==> config.mk <==
export PLATFORM = sky130hd
export DESIGN_NAME = hline_timer
export DESIGN_NICKNAME = d
export VERILOG_FILES = /design/src/rtl/hline_pkg.sv /design/src/rtl/hline_edge_sync.sv /design/src/rtl/hline_lock_delay.sv /design/src/rtl/hline_counter.sv /design/src/rtl/hline_seg_decode.sv /design/src/rtl/hline_timer.sv
export SDC_FILE = /design/constraint.sdc
export NUM_CORES = 1
export LEC_CHECK = 0
export ABC_CLOCK_PERIOD_IN_PS = 14400
export CAP_MARGIN = 5
export CORE_ASPECT_RATIO = 1.2
export CORE_MARGIN = 1
export CORE_UTILIZATION = 30
export CTS_CLUSTER_DIAMETER = 50
export DETAILED_ROUTE_END_ITERATION = 8
export PLACE_DENSITY_LB_ADDON = 0.05
export SYNTH_ARGS = -nofsm -noshare
export SYNTH_HDL_FRONTEND = slang
export SYNTH_SLANG_ARGS = --single-unit
==> constraint.sdc <==
create_clock -name clk -period 14.4 [get_ports clk]
set_clock_uncertainty 0.15 [all_clocks]
set_input_delay 1.44 -clock clk [delete_from_list [all_inputs] [get_ports clk]]
set_output_delay 1.44 -clock clk [all_outputs]
set_load 0.1 [all_outputs]
==> src/rtl/hline_pkg.sv <==
package hline_pkg;

    // Segment codes presented on the seg output
    typedef enum logic [2:0] {
        SEG_IDLE    = 3'd0,
        SEG_SYNC    = 3'd1,
        SEG_BREEZE  = 3'd2,
        SEG_BURST   = 3'd3,
        SEG_BACK    = 3'd4,
        SEG_PICTURE = 3'd5
    } seg_e;

    // Default output latencies counted from the external sync fall
    localparam int HS_LAT_DEF  = 13;
    localparam int MID_LAT_DEF = 50;

    // Register stages between the pin and the detected edge
    localparam int SYNC_STAGES = 3;

    // Position, inside the line, of the half-amplitude strobe
    function automatic int mid_offset(input int hs_lat, input int mid_lat);
        return mid_lat - hs_lat;
    endfunction

endpackage

==> src/rtl/hline_edge_sync.sv <==
module hline_edge_sync (
    input  logic clk,
    input  logic rst,
    input  logic pin_n,
    output logic fall
);
    logic meta_q, sync_q, prev_q;

    always_ff @(posedge clk) begin
        if (rst) begin
            meta_q <= 1'b1;
            sync_q <= 1'b1;
            prev_q <= 1'b1;
        end else begin
            meta_q <= pin_n;
            sync_q <= meta_q;
            prev_q <= sync_q;
        end
    end

    assign fall = prev_q & ~sync_q;
endmodule

==> src/rtl/hline_lock_delay.sv <==
module hline_lock_delay #(
    parameter int HS_LAT = hline_pkg::HS_LAT_DEF
) (
    input  logic clk,
    input  logic rst,
    input  logic enable,
    input  logic fall,
    output logic fire
);
    // The edge reaches this stage SYNC_STAGES edges late; arming costs one more edge
    localparam int LOAD  = HS_LAT - hline_pkg::SYNC_STAGES - 1;
    localparam int CNT_W = $clog2(HS_LAT);

    logic             pend_q;
    logic [CNT_W-1:0] cnt_q;

    always_ff @(posedge clk) begin
        if (rst || !enable) begin
            pend_q <= 1'b0;
            cnt_q  <= '0;
        end else if (fall) begin
            pend_q <= 1'b1;
            cnt_q  <= CNT_W'(LOAD);
        end else if (pend_q) begin
            if (cnt_q == '0) pend_q <= 1'b0;
            else             cnt_q  <= cnt_q - 1'b1;
        end
    end

    assign fire = enable & pend_q & (cnt_q == '0) & ~fall;
endmodule

==> src/rtl/hline_counter.sv <==
module hline_counter #(
    parameter int POS_W = 12
) (
    input  logic             clk,
    input  logic             rst,
    input  logic             genlock_en,
    input  logic             fire,
    input  logic [POS_W-1:0] len_line,
    output logic [POS_W-1:0] pos,
    output logic             run
);
    logic [POS_W-1:0] last;
    assign last = len_line - POS_W'(1);

    always_ff @(posedge clk) begin
        if (rst) begin
            pos <= '0;
            run <= 1'b0;
        end else if (genlock_en) begin
            if (fire) begin
                pos <= '0;
                run <= 1'b1;
            end else if (run && pos < last) begin
                pos <= pos + 1'b1;
            end
        end else begin
            run <= 1'b1;
            if (!run || pos >= last) pos <= '0;
            else                     pos <= pos + 1'b1;
        end
    end
endmodule

==> src/rtl/hline_seg_decode.sv <==
module hline_seg_decode
    import hline_pkg::*;
#(
    parameter int POS_W   = 12,
    parameter int SEG_W   = 8,
    parameter int HS_LAT  = HS_LAT_DEF,
    parameter int MID_LAT = MID_LAT_DEF
) (
    input  logic [POS_W-1:0] pos,
    input  logic             run,
    input  logic [SEG_W-1:0] len_sync,
    input  logic [SEG_W-1:0] len_breeze,
    input  logic [SEG_W-1:0] len_burst,
    input  logic [SEG_W-1:0] len_back,
    output logic             hsync_n,
    output logic             sync_mid,
    output seg_e             seg
);
    localparam int SUM_W   = POS_W + 2;
    localparam int MID_OFS = mid_offset(HS_LAT, MID_LAT);

    logic [SUM_W-1:0] end_sync, end_breeze, end_burst, end_back, pos_x;

    assign pos_x      = SUM_W'(pos);
    assign end_sync   = SUM_W'(len_sync);
    assign end_breeze = end_sync   + SUM_W'(len_breeze);
    assign end_burst  = end_breeze + SUM_W'(len_burst);
    assign end_back   = end_burst  + SUM_W'(len_back);

    always_comb begin
        if (!run)                    seg = SEG_IDLE;
        else if (pos_x < end_sync)   seg = SEG_SYNC;
        else if (pos_x < end_breeze) seg = SEG_BREEZE;
        else if (pos_x < end_burst)  seg = SEG_BURST;
        else if (pos_x < end_back)   seg = SEG_BACK;
        else                         seg = SEG_PICTURE;
    end

    assign hsync_n  = (seg != SEG_SYNC);
    assign sync_mid = run && (pos == POS_W'(MID_OFS));
endmodule

==> src/rtl/hline_timer.sv <==
module hline_timer
    import hline_pkg::*;
#(
    parameter int POS_W   = 12,
    parameter int SEG_W   = 8,
    parameter int HS_LAT  = HS_LAT_DEF,
    parameter int MID_LAT = MID_LAT_DEF
) (
    input  logic             clk,
    input  logic             rst,
    input  logic             genlock_en,
    input  logic             ext_hsync_n,
    input  logic [SEG_W-1:0] len_sync,
    input  logic [SEG_W-1:0] len_breeze,
    input  logic [SEG_W-1:0] len_burst,
    input  logic [SEG_W-1:0] len_back,
    input  logic [POS_W-1:0] len_line,
    output logic             hsync_n,
    output logic             sync_mid,
    output logic [2:0]       seg,
    output logic [POS_W-1:0] line_pos
);
    logic ext_fall;
    logic lock_fire;
    logic line_run;
    seg_e seg_code;

    hline_edge_sync u_edge (
        .clk   (clk),
        .rst   (rst),
        .pin_n (ext_hsync_n),
        .fall  (ext_fall)
    );

    hline_lock_delay #(.HS_LAT(HS_LAT)) u_delay (
        .clk    (clk),
        .rst    (rst),
        .enable (genlock_en),
        .fall   (ext_fall),
        .fire   (lock_fire)
    );

    hline_counter #(.POS_W(POS_W)) u_count (
        .clk        (clk),
        .rst        (rst),
        .genlock_en (genlock_en),
        .fire       (lock_fire),
        .len_line   (len_line),
        .pos        (line_pos),
        .run        (line_run)
    );

    hline_seg_decode #(
        .POS_W(POS_W), .SEG_W(SEG_W), .HS_LAT(HS_LAT), .MID_LAT(MID_LAT)
    ) u_decode (
        .pos        (line_pos),
        .run        (line_run),
        .len_sync   (len_sync),
        .len_breeze (len_breeze),
        .len_burst  (len_burst),
        .len_back   (len_back),
        .hsync_n    (hsync_n),
        .sync_mid   (sync_mid),
        .seg        (seg_code)
    );

    assign seg = seg_code;
endmodule

# Word level (Yosys, flattened, before mapping)
# Cells that the tools add are included.
classes:
  n_bitwise: 7
  n_mux: 17
  n_lt_le_gt_ge: 6
  shifts: 0
  n_addsub: 6
  n_eq_ne: 5
  div: 0
  n_reduce_logical: 11
  mul: 0
op_table:
  columns: ["operator", "n"]
  rows:
  - ["12-bit 2-to-1 mux", 4]
  - ["12-bit by 14-bit less-than comparator with 1-bit output", 3]
  - ["14-bit by 8-bit adder with 14-bit output", 2]
  - ["12-bit by 1-bit adder with 12-bit output (second input constant)", 1]
  - ["12-bit by 6-bit == test with 1-bit output (second input constant)", 1]
  - ["12-bit greater-or-equal comparator", 1]
  - ["12-bit less-than comparator", 1]
  - ["12-bit by 8-bit less-than comparator with 1-bit output", 1]
  - ["3-bit 2-to-1 mux", 4]
  - ["4-bit 2-to-1 mux", 3]
  - ["12-bit by 1-bit subtractor with 12-bit output (second input constant)", 1]
  - ["8-bit by 8-bit adder with 9-bit output", 1]
  - ["1-bit 2-to-1 mux", 6]
  - ["3-bit by 1-bit != test with 1-bit output (second input constant)", 2]
  - ["1-bit AND", 4]
  - ["4-bit logical NOT", 1]
  - ["2-bit by 1-bit != test with 1-bit output (second input constant)", 2]
  - ["2-bit AND reduction", 2]
  - ["4-bit by 1-bit subtractor with 4-bit output (second input constant)", 1]
  - ["1-bit NOT", 3]
  - ["1-bit logical AND", 2]
  - ["1-bit logical NOT", 2]
  - ["1-bit logical OR", 2]
  - ["2-bit nonzero test", 1]
  - ["2-bit OR reduction", 1]
word_totals:
  regBits: 21
  latch_bits: 0
  output_inout_bits: 17
  mem_bits_rw: 0
  rom_bits: 0
  memories: 0

# Depth between registers and ports, before layout
logic_depth:
  depth_word: 10
  depth_mapped: 23
  ltp_nobuf: 23

# Hierarchy
# A second synthesis with hierarchy kept.
hier_totals:
  cells_unflattened: 414
  hier_area_um2: 3384.5
by_module_without_submodules:
  columns: ["mod", "cells_each", "area_per_inst_um2", "instances"]
  rows:
  - ["hline_seg_decode", 242, 1936.9, 1]
  - ["hline_counter", 135, 1101.1, 1]
  - ["hline_lock_delay", 30, 261.5, 1]
  - ["hline_edge_sync", 7, 85.1, 1]

# Worst setup path after synthesis
# OpenSTA, ideal clock, no wires.
synth_path:
  path_type: "input -> output"
  startpoint: "input port len_sync[0]"
  endpoint: "output port seg[2]"
  arrival_ns: 7.338
  path_stages: 14
  path_slack_ns: 5.472
  path_buffers: 0
  path_cell_list: "ha_1 > fa_1 > a21oi_1 > nor2_1 > or3_1 > xor2_1 > ha_1 > a2111o_1 > o21ai_0 > xor2_1 > ha_1 > nand4_1 > o211a_1 > nor4_1"
synth_via:
  elab_chain_len: 7
synth_lines:
  columns: ["element", "line_no", "rtl"]
  rows:
  - ["from (decl)", "hline_timer.sv:13", "input logic [SEG_W-1:0] len_sync,"]
  - ["8-bit by 8-bit adder with 9-bit output", "hline_seg_decode.sv:26", "assign end_breeze = end_sync + SUM_W'(len_breeze);"]
  - ["14-bit by 8-bit adder with 14-bit output", "hline_seg_decode.sv:27", "assign end_burst = end_breeze + SUM_W'(len_burst);"]
  - ["12-bit by 14-bit less-than comparator with 1-bit output", "hline_seg_decode.sv:34", "else if (pos_x < end_burst) seg = SEG_BURST;"]
  - ["3-bit 2-to-1 mux", "hline_seg_decode.sv:34", null]
  - ["3-bit 2-to-1 mux", "hline_seg_decode.sv:33", "else if (pos_x < end_breeze) seg = SEG_BREEZE;"]
  - ["3-bit 2-to-1 mux (*)", "hline_seg_decode.sv:32", "else if (pos_x < end_sync) seg = SEG_SYNC;"]
  - ["3-bit 2-to-1 mux (*)", "hline_seg_decode.sv:31", "if (!run) seg = SEG_IDLE;"]
  - ["to (decl)", "hline_timer.sv:20", "output logic [2:0] seg,"]
# Every way passes the cells marked *; elsewhere a longest branch is shown, timed or not.

# Worst setup path in the final report
layout_path:
  startpoint: "input port len_sync[0]"
  endpoint: "output port seg[0]"
layout_via:
  elab_chain_len: 9
layout_lines:
  columns: ["element", "line_no", "rtl"]
  rows:
  - ["8-bit by 8-bit adder with 9-bit output", "hline_seg_decode.sv:26", null]
  - ["14-bit by 8-bit adder with 14-bit output", "hline_seg_decode.sv:27", null]
  - ["14-bit by 8-bit adder with 14-bit output", "hline_seg_decode.sv:28", "assign end_back = end_burst + SUM_W'(len_back);"]
  - ["12-bit by 14-bit less-than comparator with 1-bit output", "hline_seg_decode.sv:35", "else if (pos_x < end_back) seg = SEG_BACK;"]
  - ["1-bit 2-to-1 mux", "hline_seg_decode.sv:35", null]
  - ["3-bit 2-to-1 mux", "hline_seg_decode.sv:34", null]
  - ["3-bit 2-to-1 mux", "hline_seg_decode.sv:33", null]
  - ["3-bit 2-to-1 mux (*)", "hline_seg_decode.sv:32", null]
  - ["3-bit 2-to-1 mux (*)", "hline_seg_decode.sv:31", null]
# Marks and branches as above.

==> impl_metrics.json <==
{
  "commonest_cells_after_routing_fill_and_taps_aside": "sky130_fd_sc_hd__ha_1 (74), sky130_fd_sc_hd__clkdlybuf4s50_1 (64), sky130_fd_sc_hd__inv_1 (38)",
  "synth-edff-count": 0,
  "post_cts_buffers": 0,
  "grt_pass1_wl_um": 15000,
  "cts-buffers-inserted": 3,
  "setup_tns_ns": 0,
  "grt_antenna_before_repair": 0,
  "chipWidth_um": 97.9,
  "synth.net_count": 540,
  "ctsResizeCount": 0,
  "worstSetupPathType": "in -> out",
  "slew_violations": 0,
  "pwr-share-comb_pct": 64.5,
  "area_occupied_by_multi_input_gates_sq_um": 2750,
  "fp.dieH_um": 117,
  "placement_rows": 41,
  "synth_area_sq_um": 3310,
  "layout_min_cycle_time_ns": 8.99,
  "post-dp-hpwl_um": 7640,
  "postSynthRegisterBits": 21,
  "p_int_uw": 196,
  "remaining_drc_errors": 3,
  "postPlaceCellArea_sq_um": 4110,
  "grt-ovfl-total": 0,
  "hold_path_class": "reg -> reg",
  "violations": "DRC",
  "worstPathMaxFanout": 4,
  "max_cap_violations": 0,
  "vias_in_the_first_global_route": 3150,
  "dr_total_vias": 3092,
  "ys.warnings.count": 0,
  "synth_async_sr_flop_share_pct": 0,
  "postCtsHoldBufs": 0,
  "num_antenna_cells": 0,
  "final_core_util_pct": 39.5,
  "pwr_density_cell_nw_per_um2": 81.1,
  "instances_no_fill": 612,
  "mostFrequentLayoutCell": "sky130_fd_sc_hd__ha_1",
  "critPathRequiredTime_ns": 12.81,
  "fraction_of_layout_instances_using_a_drive_strength_above_1_pct": 2.90,
  "dominantRegCellSynth": "sky130_fd_sc_hd__dfxtp_1",
  "finalSetupViolCount": 0,
  "port_buffers": 64,
  "area_growth_syn_to_layout_pct": 26.6,
  "static-leakage-power_uw": 0.00191,
  "clkTransAtPathRegs_ns": 0.06,
  "maximum_number_of_pins_on_one_net_before_global_route_repair": 13,
  "ir_worst_vdd_uv": 34.7,
  "antenna_violation_net_count_after_detailed_routing": 0,
  "final_nets": 609,
  "finalWirelength_um": 9160,
  "power_frac_seq_pct": 17.8,
  "postSynthCellCount": 415,
  "ctsHtreeMaxLevel": 1,
  "clock_sinks": 21,
  "report.final.hold_viol_count": 0,
  "routed_via_density": 5.05,
  "buffer_depth_of_the_longest_clock_path": 2,
  "clk_latency_ns": 0.26,
  "maxSlewHeadroom_pct": 34.4,
  "clock_tree_from_tritoncts": "yes",
  "die_footprint_sq_um": 11500,
  "min_period_over_period_pct": 62.4,
  "first_pass_iters": 6,
  "n_fill_cell": 1114,
  "status": "complete, but fails checks",
  "synth_seq_area_share_pct": 12.7,
  "achievable-frequency_mhz": 111,
  "io_pins": 65,
  "post-place-cells": 608,
  "swShare_pct": 42.2,
  "routabilityCongestion": 0.798,
  "power.clock.fraction_pct": 17.7,
  "fin_total_pwr_uw": 340,
  "unrepaired_setup_endpoints_after_global_routing": "no",
  "clock-root-buffer": "sky130_fd_sc_hd__clkbuf_16",
  "drt_iter0_drc": 70,
  "startpoint_type": "input port",
  "post_synth_num_cell_types": 47,
  "placeable_core_region_sq_um": 10600,
  "timing.critical_path.arrival_ns": 7.40,
  "final-seq-area_sq_um": 420,
  "fin_area_sq_um": 4190,
  "p_switching_uw": 143,
  "critical_path.endpoint_type": "output pin",
  "detailed_route_wire_length_per_cell_um": 15.0,
  "effective_utilization_at_floorplan_pct": 31.2,
  "timing_worst_slew_pin_value_ns": 0.981,
  "global_route.usage.total_pct": 16.7,
  "syn_avg_cell_area_sq_um": 7.98,
  "ff2ff_setup_slack_ns": 11.66
}
kinds of logic (layout without fill, tap and decap cells):
kind of cell / count (synthesis) / in the layout / share of synthesized area [%]
XOR/XNOR: 39 / 39 / 10.3
AO/OA/AOI/OAI: 96 / 96 / 19.4
multiplexers: 1 / 1 / 0.302
flip-flops: 21 / 21 / 12.7
adder cells (fa/ha/maj): 77 / 77 / 29.8
AND/OR/NAND/NOR: 143 / 143 / 23.2
buffers and inverters: 38 / 106 / 4.31
worst paths after layout:
kind,from,end,cells after the start
setup reg to reg,u_count.pos[9],u_count.pos[9],7
setup / recovery,len_sync[0],seg[0],22
hold reg to reg,u_edge.meta_q,u_edge.sync_q,1
hold / removal,u_edge.meta_q,u_edge.sync_q,1
synth_stat cells (all sizes together), types with 2 or more instances:
| library cell | number | area share [%] |
|---|---|---|
| ha | 74 | 28 |
| inv | 38 | 4.3 |
| nor2 | 31 | 3.5 |
| a21oi | 30 | 4.5 |
| nand2 | 24 | 2.9 |
| o21ai | 22 | 3.3 |
| dfxtp | 21 | 13 |
| xnor2 | 20 | 5.3 |
| xor2 | 19 | 5.0 |
| nand2b | 14 | 2.6 |
| nor2b | 14 | 2.6 |
| nor3 | 13 | 2.0 |
| a21o | 12 | 2.7 |
| nand3 | 7 | 1.1 |
| nand4 | 7 | 1.3 |
| nor4 | 7 | 1.3 |
| or3 | 7 | 1.3 |
| or4 | 5 | 1.1 |
| a211oi | 4 | 0.91 |
| and3 | 4 | 0.76 |
| o21a | 4 | 0.91 |
| o31ai | 4 | 0.91 |
| a22oi | 3 | 1.1 |
| a31oi | 3 | 1.0 |
| fa | 3 | 1.8 |
| or2 | 3 | 0.57 |
| and2 | 2 | 0.38 |
| nand3b | 2 | 0.45 |
| o211a | 2 | 0.60 |
| o211ai | 2 | 0.60 |
| o311a | 2 | 0.60 |
power groups by stage:
stage / registers (uW) / logic, uW / clock network (uW)
floorplan: 63.1 / 160 / 0
global placement: 62.0 / 219 / 0
detailed placement: 62.0 / 220 / 0
CTS: 60.7 / 221 / 61.5
global route: 60.9 / 252 / 64.1
finish: 60.6 / 219 / 60.1
sequential cells by signal (all words and copies together), names as in the netlist:
register	count
u_edge.prev_q	1
u_count.run	1
u_edge.sync_q	1
u_count.pos	12
u_edge.meta_q	1
u_delay.pend_q	1
u_delay.cnt_q	4
per-layer routing:
layer | vias up | global-route usage [%] | routed length, um
met5 | - | 0 | 0
met1 | 1381 | 18.6 | 4040
met2 | 57 | 33.1 | 4620
li1 | 1643 | - | -
met3 | 11 | 1.43 | 277
met4 | 0 | 6.26 | 222
worst max-delay path, stage by stage:
cell                              delay [ns]
sky130_fd_sc_hd__clkdlybuf4s50_1        0.43
sky130_fd_sc_hd__ha_1                   0.24
sky130_fd_sc_hd__fa_1                   0.41
sky130_fd_sc_hd__xor2_1                 0.17
sky130_fd_sc_hd__ha_1                   0.33
sky130_fd_sc_hd__nor2b_1                0.15
sky130_fd_sc_hd__o21ai_0                0.33
sky130_fd_sc_hd__nand2_1                0.15
sky130_fd_sc_hd__a21o_1                 0.20
sky130_fd_sc_hd__a21o_1                 0.20
sky130_fd_sc_hd__xor2_1                 0.15
sky130_fd_sc_hd__ha_1                   0.33
sky130_fd_sc_hd__or3_1                  0.31
sky130_fd_sc_hd__o21ai_0                0.08
sky130_fd_sc_hd__a21oi_1                0.09
sky130_fd_sc_hd__xor2_1                 0.19
sky130_fd_sc_hd__ha_1                   0.31
sky130_fd_sc_hd__and3_1                 0.16
sky130_fd_sc_hd__nand3_1                0.10
sky130_fd_sc_hd__o311ai_0               0.32
sky130_fd_sc_hd__o311a_1                0.19
sky130_fd_sc_hd__clkdlybuf4s50_1        1.13
per-stage QoR:
step / setup WS, ns / hold WS, ns
after floorplan: 5.47 / 0.239
after global placement: 5.45 / 0.253
after detailed placement: 5.39 / 0.250
after CTS: 5.37 / 0.267
after global routing: 4.99 / 0.296
final: 5.41 / 0.267
cell type report:
| type | count | area share (%) |
|---|---|---|
| Clock inverter | 1 | 0.119 |
| Inverter | 38 | 3.40 |
| Timing Repair Buffer | 64 | 15.3 |
| Tap cell | 129 | 3.85 |
| Clock buffer | 3 | 1.79 |
| Multi-Input combinational cell | 356 | 65.5 |
| Sequential cell | 21 | 10.0 |
(Power assumes the default switching activity.)
